<file path="config.mk">
export PLATFORM = sky130hd
export DESIGN_NAME = tmr_core
export DESIGN_NICKNAME = d
export VERILOG_FILES = /design/src/rtl/tmr_pkg.sv /design/src/rtl/tmr_prescaler.sv /design/src/rtl/tmr_counter.sv /design/src/rtl/tmr_irq.sv /design/src/rtl/tmr_core.sv
export SDC_FILE = /design/constraint.sdc
export NUM_CORES = 1
export LEC_CHECK = 0
export BUFFER_PORTS_ARGS = -buffer_cell sky130_fd_sc_hd__clkbuf_2
export CAP_MARGIN = 25
export CORE_ASPECT_RATIO = 0.5
export CORE_MARGIN = 2
export CORE_UTILIZATION = 60
export CTS_BUF_LIST = sky130_fd_sc_hd__clkbuf_2
export CTS_CLUSTER_DIAMETER = 120
export CTS_CLUSTER_SIZE = 10
export DETAILED_ROUTE_END_ITERATION = 8
export GPL_ROUTABILITY_DRIVEN = 0
export PLACE_DENSITY = 0.81
export SYNTH_ARGS = -nofsm -noshare
export SYNTH_HDL_FRONTEND = slang
export SYNTH_SLANG_ARGS = --single-unit
</file>
<file path="constraint.sdc">
create_clock -name clk -period 9.6 [get_ports clk]
set_input_delay 0.48 -clock clk [delete_from_list [all_inputs] [get_ports clk]]
set_output_delay 0.48 -clock clk [all_outputs]
set_load 0.005 [all_outputs]
</file>
<file path="src/rtl/tmr_pkg.sv">
package tmr_pkg;
  localparam int PTV_W = 3;
  localparam int EV_W  = 3;
  localparam int EV_MAT = 0;
  localparam int EV_OVF = 1;
  localparam int EV_CAP = 2;

  localparam logic [7:0] OFF_IDENT = 8'h00;
  localparam logic [7:0] OFF_CFG   = 8'h10;
  localparam logic [7:0] OFF_STAT  = 8'h18;
  localparam logic [7:0] OFF_IEN   = 8'h1C;
  localparam logic [7:0] OFF_WEN   = 8'h20;
  localparam logic [7:0] OFF_CTRL  = 8'h24;
  localparam logic [7:0] OFF_CNT   = 8'h28;
  localparam logic [7:0] OFF_LOAD  = 8'h2C;
  localparam logic [7:0] OFF_TRIG  = 8'h30;
  localparam logic [7:0] OFF_MATCH = 8'h38;
  localparam logic [7:0] OFF_IFC   = 8'h40;
  localparam logic [7:0] IDENT_VAL = 8'h21;

  typedef struct packed {
    logic             pin_dir;
    logic             cap2_sel;
    logic             toggle;
    logic [1:0]       trig_mode;
    logic [1:0]       cap_mode;
    logic             idle_lvl;
    logic             cmp_en;
    logic             pre_en;
    logic [PTV_W-1:0] ptv;
    logic             reload;
    logic             run;
  } tmr_ctrl_t;

  localparam int CTRL_W = $bits(tmr_ctrl_t);
endpackage

</file>
<file path="src/rtl/tmr_prescaler.sv">
module tmr_prescaler
  import tmr_pkg::*;
#(
  parameter int DIV_W = 3
) (
  input  logic             clk,
  input  logic             rst_n,
  input  logic             clr,
  input  logic             tick_i,
  input  logic             run,
  input  logic             pre_en,
  input  logic [DIV_W-1:0] ptv,
  output logic             step
);
  localparam int PC_W = 1 << DIV_W;

  logic [PC_W-1:0] pc_q, pc_d, last;
  logic            pc_en;

  always_comb begin
    last  = {PC_W{1'b1}} >> (DIV_W'(PC_W - 1) - ptv);
    step  = run & tick_i & (~pre_en | (pc_q == last));
    pc_en = clr | ~run | ~pre_en | tick_i;
    if (clr || !run || !pre_en) pc_d = '0;
    else if (pc_q == last)      pc_d = '0;
    else                        pc_d = pc_q + 1'b1;
  end

  always_ff @(posedge clk or negedge rst_n) begin
    if (!rst_n)     pc_q <= '0;
    else if (pc_en) pc_q <= pc_d;
  end

  AST_STEP_NEEDS_TICK: assert property (@(posedge clk) disable iff (!rst_n)
    step |-> (tick_i && run));
endmodule

</file>
<file path="src/rtl/tmr_counter.sv">
module tmr_counter #(
  parameter int CNT_W = 32
) (
  input  logic             clk,
  input  logic             rst_n,
  input  logic             clr,
  input  logic             step,
  input  logic             reload_en,
  input  logic             cmp_en,
  input  logic [CNT_W-1:0] load_val,
  input  logic [CNT_W-1:0] match_val,
  input  logic             wr_cnt,
  input  logic [CNT_W-1:0] wr_data,
  input  logic             force_ld,
  output logic [CNT_W-1:0] cnt_q,
  output logic             ovf_evt,
  output logic             mat_evt,
  output logic             stop_req
);
  logic [CNT_W-1:0] cnt_d, step_val;
  logic             at_max, override, cnt_en;

  always_comb begin
    at_max   = &cnt_q;
    override = clr | wr_cnt | force_ld;
    if (at_max) step_val = reload_en ? load_val : '0;
    else        step_val = cnt_q + 1'b1;
    ovf_evt  = step & at_max & ~override;
    mat_evt  = step & cmp_en & (step_val == match_val) & ~override;
    stop_req = ovf_evt & ~reload_en;
    cnt_en   = override | step;
    if (clr)           cnt_d = '0;
    else if (wr_cnt)   cnt_d = wr_data;
    else if (force_ld) cnt_d = load_val;
    else               cnt_d = step_val;
  end

  always_ff @(posedge clk or negedge rst_n) begin
    if (!rst_n)      cnt_q <= '0;
    else if (cnt_en) cnt_q <= cnt_d;
  end

  AST_CNT_INC: assert property (@(posedge clk) disable iff (!rst_n)
    (step && !override && !at_max) |=> (cnt_q == $past(cnt_q) + 1'b1));
  AST_OVF_RELOAD: assert property (@(posedge clk) disable iff (!rst_n)
    (step && !override && at_max && reload_en) |=> (cnt_q == $past(load_val)));
  AST_OVF_CLEAR: assert property (@(posedge clk) disable iff (!rst_n)
    (step && !override && at_max && !reload_en) |=> (cnt_q == '0));
  AST_CNT_HOLD: assert property (@(posedge clk) disable iff (!rst_n)
    (!step && !override) |=> $stable(cnt_q));
endmodule

</file>
<file path="src/rtl/tmr_irq.sv">
module tmr_irq #(
  parameter int EVN = 3
) (
  input  logic           clk,
  input  logic           rst_n,
  input  logic           clr,
  input  logic [EVN-1:0] evt,
  input  logic [EVN-1:0] ien,
  input  logic [EVN-1:0] wen,
  input  logic           ack_wr,
  input  logic [EVN-1:0] ack_mask,
  output logic [EVN-1:0] status_q,
  output logic           irq_o,
  output logic           wake_o
);
  logic [EVN-1:0] status_d, ack_v;
  logic           wake_d;

  always_comb begin
    ack_v    = ack_wr ? ack_mask : '0;
    status_d = clr ? '0 : ((status_q & ~ack_v) | (evt & ien));
    wake_d   = ~clr & (|(evt & wen));
    irq_o    = |status_q;
  end

  always_ff @(posedge clk or negedge rst_n) begin
    if (!rst_n) begin
      status_q <= '0;
      wake_o   <= 1'b0;
    end else begin
      status_q <= status_d;
      wake_o   <= wake_d;
    end
  end

  AST_STAT_MASKED: assert property (@(posedge clk) disable iff (!rst_n)
    1'b1 |=> ((status_q & ~$past(status_q) & ~$past(ien)) == '0));
  AST_WAKE_SRC: assert property (@(posedge clk) disable iff (!rst_n)
    wake_o |-> $past(|(evt & wen)));
  AST_ACK_CLEARS: assert property (@(posedge clk) disable iff (!rst_n)
    (ack_wr && (&ack_mask) && evt == '0) |=> !irq_o);
endmodule

</file>
<file path="src/rtl/tmr_core.sv">
module tmr_core
  import tmr_pkg::*;
#(
  parameter int CNT_W  = 32,
  parameter int ADDR_W = 8
) (
  input  logic              clk,
  input  logic              rst_n,
  input  logic              tick_i,
  input  logic              cap_evt_i,
  input  logic              reg_wr_i,
  input  logic [ADDR_W-1:0] reg_addr_i,
  input  logic [CNT_W-1:0]  reg_wdata_i,
  output logic [CNT_W-1:0]  reg_rdata_o,
  output logic              irq_o,
  output logic              wake_o,
  output logic              ovf_stb_o,
  output logic              mat_stb_o,
  output logic [7:0]        pin_cfg_o
);
  localparam int PAD_CTRL = CNT_W - CTRL_W;
  localparam int PAD_EV   = CNT_W - EV_W;

  // reset: asserted asynchronously, released on the clock
  logic [1:0] rs_q;
  logic       rst_ni;
  always_ff @(posedge clk or negedge rst_n) begin
    if (!rst_n) rs_q <= '0;
    else        rs_q <= {rs_q[0], 1'b1};
  end
  assign rst_ni = rs_q[1];

  // register decode
  logic hit_ctrl, hit_cnt, hit_load, hit_trig, hit_match;
  logic hit_stat, hit_ien, hit_wen, srst;
  always_comb begin
    hit_ctrl  = reg_wr_i & (reg_addr_i == ADDR_W'(OFF_CTRL));
    hit_cnt   = reg_wr_i & (reg_addr_i == ADDR_W'(OFF_CNT));
    hit_load  = reg_wr_i & (reg_addr_i == ADDR_W'(OFF_LOAD));
    hit_trig  = reg_wr_i & (reg_addr_i == ADDR_W'(OFF_TRIG));
    hit_match = reg_wr_i & (reg_addr_i == ADDR_W'(OFF_MATCH));
    hit_stat  = reg_wr_i & (reg_addr_i == ADDR_W'(OFF_STAT));
    hit_ien   = reg_wr_i & (reg_addr_i == ADDR_W'(OFF_IEN));
    hit_wen   = reg_wr_i & (reg_addr_i == ADDR_W'(OFF_WEN));
    srst      = reg_wr_i & reg_wdata_i[1] &
                ((reg_addr_i == ADDR_W'(OFF_CFG)) | (reg_addr_i == ADDR_W'(OFF_IFC)));
  end

  // configuration registers
  tmr_ctrl_t        ctrl_q, ctrl_d;
  logic [CNT_W-1:0] load_q, load_d, match_q, match_d;
  logic [EV_W-1:0]  ien_q, ien_d, wen_q, wen_d;
  logic             ctrl_en, load_en, match_en, ien_en, wen_en;
  logic             stop_req;

  always_comb begin
    ctrl_en  = srst | hit_ctrl | stop_req;
    load_en  = srst | hit_load;
    match_en = srst | hit_match;
    ien_en   = srst | hit_ien;
    wen_en   = srst | hit_wen;
    ctrl_d   = ctrl_q;
    if (srst)          ctrl_d = '0;
    else if (hit_ctrl) ctrl_d = tmr_ctrl_t'(reg_wdata_i[CTRL_W-1:0]);
    else if (stop_req) ctrl_d.run = 1'b0;
    load_d   = srst ? '0 : reg_wdata_i;
    match_d  = srst ? '0 : reg_wdata_i;
    ien_d    = srst ? '0 : reg_wdata_i[EV_W-1:0];
    wen_d    = srst ? '0 : reg_wdata_i[EV_W-1:0];
  end

  always_ff @(posedge clk or negedge rst_ni) begin
    if (!rst_ni) begin
      ctrl_q  <= '0;
      load_q  <= '0;
      match_q <= '0;
      ien_q   <= '0;
      wen_q   <= '0;
    end else begin
      if (ctrl_en)  ctrl_q  <= ctrl_d;
      if (load_en)  load_q  <= load_d;
      if (match_en) match_q <= match_d;
      if (ien_en)   ien_q   <= ien_d;
      if (wen_en)   wen_q   <= wen_d;
    end
  end

  // datapath
  logic             step, ovf_evt, mat_evt;
  logic [CNT_W-1:0] cnt_q;
  logic [EV_W-1:0]  evt, status_q;

  tmr_prescaler #(.DIV_W(PTV_W)) u_pre (
    .clk    (clk),
    .rst_n  (rst_ni),
    .clr    (srst | hit_ctrl),
    .tick_i (tick_i),
    .run    (ctrl_q.run),
    .pre_en (ctrl_q.pre_en),
    .ptv    (ctrl_q.ptv),
    .step   (step)
  );

  tmr_counter #(.CNT_W(CNT_W)) u_cnt (
    .clk       (clk),
    .rst_n     (rst_ni),
    .clr       (srst),
    .step      (step),
    .reload_en (ctrl_q.reload),
    .cmp_en    (ctrl_q.cmp_en),
    .load_val  (load_q),
    .match_val (match_q),
    .wr_cnt    (hit_cnt),
    .wr_data   (reg_wdata_i),
    .force_ld  (hit_trig),
    .cnt_q     (cnt_q),
    .ovf_evt   (ovf_evt),
    .mat_evt   (mat_evt),
    .stop_req  (stop_req)
  );

  always_comb begin
    evt         = '0;
    evt[EV_MAT] = mat_evt;
    evt[EV_OVF] = ovf_evt;
    evt[EV_CAP] = cap_evt_i & ~srst;
  end

  tmr_irq #(.EVN(EV_W)) u_irq (
    .clk      (clk),
    .rst_n    (rst_ni),
    .clr      (srst),
    .evt      (evt),
    .ien      (ien_q),
    .wen      (wen_q),
    .ack_wr   (hit_stat),
    .ack_mask (reg_wdata_i[EV_W-1:0]),
    .status_q (status_q),
    .irq_o    (irq_o),
    .wake_o   (wake_o)
  );

  // event strobes
  logic ovf_stb_d, mat_stb_d;
  always_comb begin
    ovf_stb_d = ovf_evt;
    mat_stb_d = mat_evt;
  end
  always_ff @(posedge clk or negedge rst_ni) begin
    if (!rst_ni) begin
      ovf_stb_o <= 1'b0;
      mat_stb_o <= 1'b0;
    end else begin
      ovf_stb_o <= ovf_stb_d;
      mat_stb_o <= mat_stb_d;
    end
  end

  // read mux
  always_comb begin
    reg_rdata_o = '0;
    if      (reg_addr_i == ADDR_W'(OFF_IDENT)) reg_rdata_o = CNT_W'(IDENT_VAL);
    else if (reg_addr_i == ADDR_W'(OFF_STAT))  reg_rdata_o = {{PAD_EV{1'b0}}, status_q};
    else if (reg_addr_i == ADDR_W'(OFF_IEN))   reg_rdata_o = {{PAD_EV{1'b0}}, ien_q};
    else if (reg_addr_i == ADDR_W'(OFF_WEN))   reg_rdata_o = {{PAD_EV{1'b0}}, wen_q};
    else if (reg_addr_i == ADDR_W'(OFF_CTRL))  reg_rdata_o = {{PAD_CTRL{1'b0}}, ctrl_q};
    else if (reg_addr_i == ADDR_W'(OFF_CNT))   reg_rdata_o = cnt_q;
    else if (reg_addr_i == ADDR_W'(OFF_LOAD))  reg_rdata_o = load_q;
    else if (reg_addr_i == ADDR_W'(OFF_TRIG))  reg_rdata_o = '1;
    else if (reg_addr_i == ADDR_W'(OFF_MATCH)) reg_rdata_o = match_q;
  end

  assign pin_cfg_o = {ctrl_q.pin_dir, ctrl_q.cap2_sel, ctrl_q.toggle,
                      ctrl_q.trig_mode, ctrl_q.cap_mode, ctrl_q.idle_lvl};

  AST_STOP_ON_OVF: assert property (@(posedge clk) disable iff (!rst_ni)
    (stop_req && !hit_ctrl && !srst) |=> !ctrl_q.run);
  AST_SRST_CLEARS: assert property (@(posedge clk) disable iff (!rst_ni)
    srst |=> (cnt_q == '0 && ctrl_q == '0 && status_q == '0 && !irq_o));
  AST_STB_FROM_STEP: assert property (@(posedge clk) disable iff (!rst_ni)
    (ovf_stb_o || mat_stb_o) |-> $past(step));
endmodule

</file>
==> flow_summary.yaml <==
sta:
  slew_headroom_pct: 19.66
  setup_viol: 0
  tns_ps: 0
  skew_ps: 52.67
  worstMarginPinSlew_ps: 1205
  rsz0062_at_grt: "false"
  post-route-period-util_pct: 40.78
  hold_violations: 0
  max_freq_ghz: 0.2554
  hold_ws_ps: 10.58
  fin_crit_ps: 3915
  drv_slew: 0
logic_synthesis:
  ys_seq_elements: 133
  syn_area_um2: 9230
  synth-async-reset-ratio_pct: 100.0
  synth_top_area_share_pct: 36.06
  synth_edf_count: 0
  synthCells: 1181
  yosysTopAreaCell: "dfrtp_1"
  syn-num-nets: 1228
  synth_seq_area_share_pct: 36.06
  ys_types: 80
  synth_area_leaders: "dfrtp_1 36%, nand2_1 11%, a21oi_1 8.0%, xnor2_1 3.2%, nor2_1 3.1%"
  synth_warnings: 0
  synthTopCellsByCount: "263 x nand2_1, 148 x a21oi_1, 133 x dfrtp_1, 76 x nor2_1, 69 x clkbuf_1"
  synth_area_per_cell_um2: 7.815
  ys.flop_type: "dfrtp_1"
  yosysMostFrequentCell: "nand2_1"
worst_hold_path:
  min_to: "u_pre.pc_q[1]$_DFFE_PN0P_"
  min_from: "tick_i"
  worstHoldPathCells: 3
  hold_class: "primary input to flop"
floorplan:
  core_um2: 14740
  die_area_um2: 16450
  fp.dieW_um: 179.4
  rows: 31
  initial_utilization_pct: 62.62
  num_io_pins: 89
  dieHeight_um: 91.71
layout:
  drive_gt1_share_pct: 13.77
  finalNetCount: 1283
  fillers: 1303
  area_growth_pct: 9.760
  post-route-util_pct: 68.74
  final_cells: 1448
  multi_input_area_um2: 5404
  regArea_um2: 3332
setup_path:
  worstPathMaxFanout: 16
  arrival_ps: 4620
  r2r-end: "mat_stb_o$_DFF_PN0_"
  criticalPathCategory: "flop to flop"
  worstPathRequired_ps: 10300
  cp-start-kind: "flop"
  r2r_setup_slack_ps: 5690
  r2r_start: "u_cnt.cnt_q[0]$_DFFE_PN0P_"
  critPathLaunch: "u_cnt.cnt_q[0]$_DFFE_PN0P_"
  cp-end-kind: "flop"
  ff2ff_path_depth: 11
power:
  power_density_nw_per_um2: 111.3
  ir_drop_uv: 69.20
  p_leak_nw: 4.395
place:
  io_buffers: 88
  dp_hpwl_um: 21800
  dp_cells: 1380
cts:
  post-cts-setup-buffers: 0
  clkSinkCount: 133
  htreeDepth: 4
  cts_root_buf: "clkbuf_2"
  cts_buffers: 17
  clk_latency_ps: 790
  clk_path_buf_depth: 2
  cts_tree: "built"
  clkTransAtPathRegs_ps: 230
global_route:
  first_global_vias: 9145
  grt_pass1_wl_um: 49830
  overflow: 0
  track_usage_pct: 38.31
  antenna_found_initial: 0
  grt_max_degree: 68
route:
  routed_wl_um: 31480
  viasPerCell: 6.927
  drc: 0
  vias: 10030
  drt_iter0_drc: 1599
  wl_met3_um: 5581
  dr.pass1.iters: 9
  antenna_left: 0
  post_drt_wl_per_cell_um: 21.74
  m1WireLength_um: 12480
  highest_layer: "met4"
  wl_met2_um: 12420
flow_run:
  drv_cap: 0
run_status:
  status: "completed"
-- power breakdown --
group          switching (mW)  internal, mW
sequential             0.0477         0.585
clock                   0.250        0.0723
combinational          0.0926        0.0805
-- critical path: stages (launching register included) --
cell and delay (ps):
dfrtp_1 600, ha_1 350, nand4_4 220, nor4_1 470, and3_1 220, buf_4 270
mux2i_1 270, xor2_1 310, or4b_1 450, and4bb_1 280, nand4_1 110, nor4_2 310
-- worst max-delay path by stage --
stage,cells after the start,to
final,11,mat_stb_o$_DFF_PN0_
after global routing,10,u_irq.status_q[0]$_DFF_PN0_
after CTS,11,mat_stb_o$_DFF_PN0_
after detailed placement,9,u_pre.pc_q[5]$_DFFE_PN0P_
after global placement,9,u_pre.pc_q[5]$_DFFE_PN0P_
after floorplan,0,ctrl_q[0]$_DFFE_PN0P_
-- cell usage in the layout, fill, tap and decap left out, types with 5 or more instances in the layout --
cell	instances
o211ai_1	9
a22o_1	30
o21ai_0	30
nor2b_1	11
a21oi_1	148
nand2_1	262
inv_6	5
nor4_1	12
a22oi_1	31
nor3_1	19
and4_1	7
nand2b_1	10
clkbuf_2	105
dfrtp_1	132
clkinvlp_4	5
a31oi_1	8
xor2_1	17
dlygate4sd3_1	34
nand4_1	22
a221oi_1	30
inv_1	7
buf_4	16
nor4b_1	5
nor2_1	74
and2_1	13
xnor2_1	34
and3_1	18
nand3_1	42
o31ai_1	9
mux2i_1	7
-- metrics by stage --
stage | power [mW] | setup WS (ps) | instance area (µm²)
finish | 1.128 | 5685 | 10130
global route | 1.172 | 5501 | 10130
CTS | 1.117 | 5851 | 10110
detailed placement | 0.7949 | 5214 | 9570
global placement | 0.7880 | 5662 | 9570
floorplan | 0.7347 | 5620 | 9230
-- layer usage --
metal  up-vias  GRT usage [%]
li1       4365              -
met4         0          10.77
met1      4625          53.91
met5         -         0.9231
met3       137          16.08
met2       903          53.51
-- flip-flops by register name, summed over array words and instances, names as in the netlist --
register and flops:
ctrl_q 7, ien_q 3, load_q 32, mat_stb_o 1, match_q 32, ovf_stb_o 1
pin_cfg_o 8, rs_q 2, u_cnt.cnt_q 32, u_irq.status_q 3, u_irq.wake_o 1, u_pre.pc_q 8
wen_q 3
-- area by class of cell --
type / instances / share of cell area [%]
Sequential cell: 133 / 32.89
Multi-Input combinational cell: 938 / 53.34
Tap cell: 198 / 2.445
Antenna cell: 1 / 0.02470
Inverter: 7 / 0.2594
Clock buffer: 17 / 0.8398
Clock inverter: 15 / 1.198
Timing Repair Buffer: 139 / 9.003
-- cell families (layout without fill, tap and decap cells) --
| group | count (synthesis) | count (layout) | synth area share, % |
|---|---|---|---|
| buffers and inverters | 110 | 178 | 5.490 |
| muxes | 8 | 8 | 0.8811 |
| DFF | 133 | 133 | 36.06 |
| AOI/OAI and AO/OA | 331 | 331 | 23.21 |
| and+or+nand+nor | 545 | 545 | 29.21 |
| adders and majority gates | 2 | 2 | 0.2711 |
| other | 1 | 2 | 0.04063 |
| xor gates and xnor gates | 51 | 51 | 4.839 |
-- what timing repair did --
action                                  in CTS  in global routing
hold buffers                                33                  1
endpoints found under the setup margin       0                  0
gates resized for setup                      0                  0
endpoints found under the hold margin       74                  1
(Power assumes the default switching activity.)
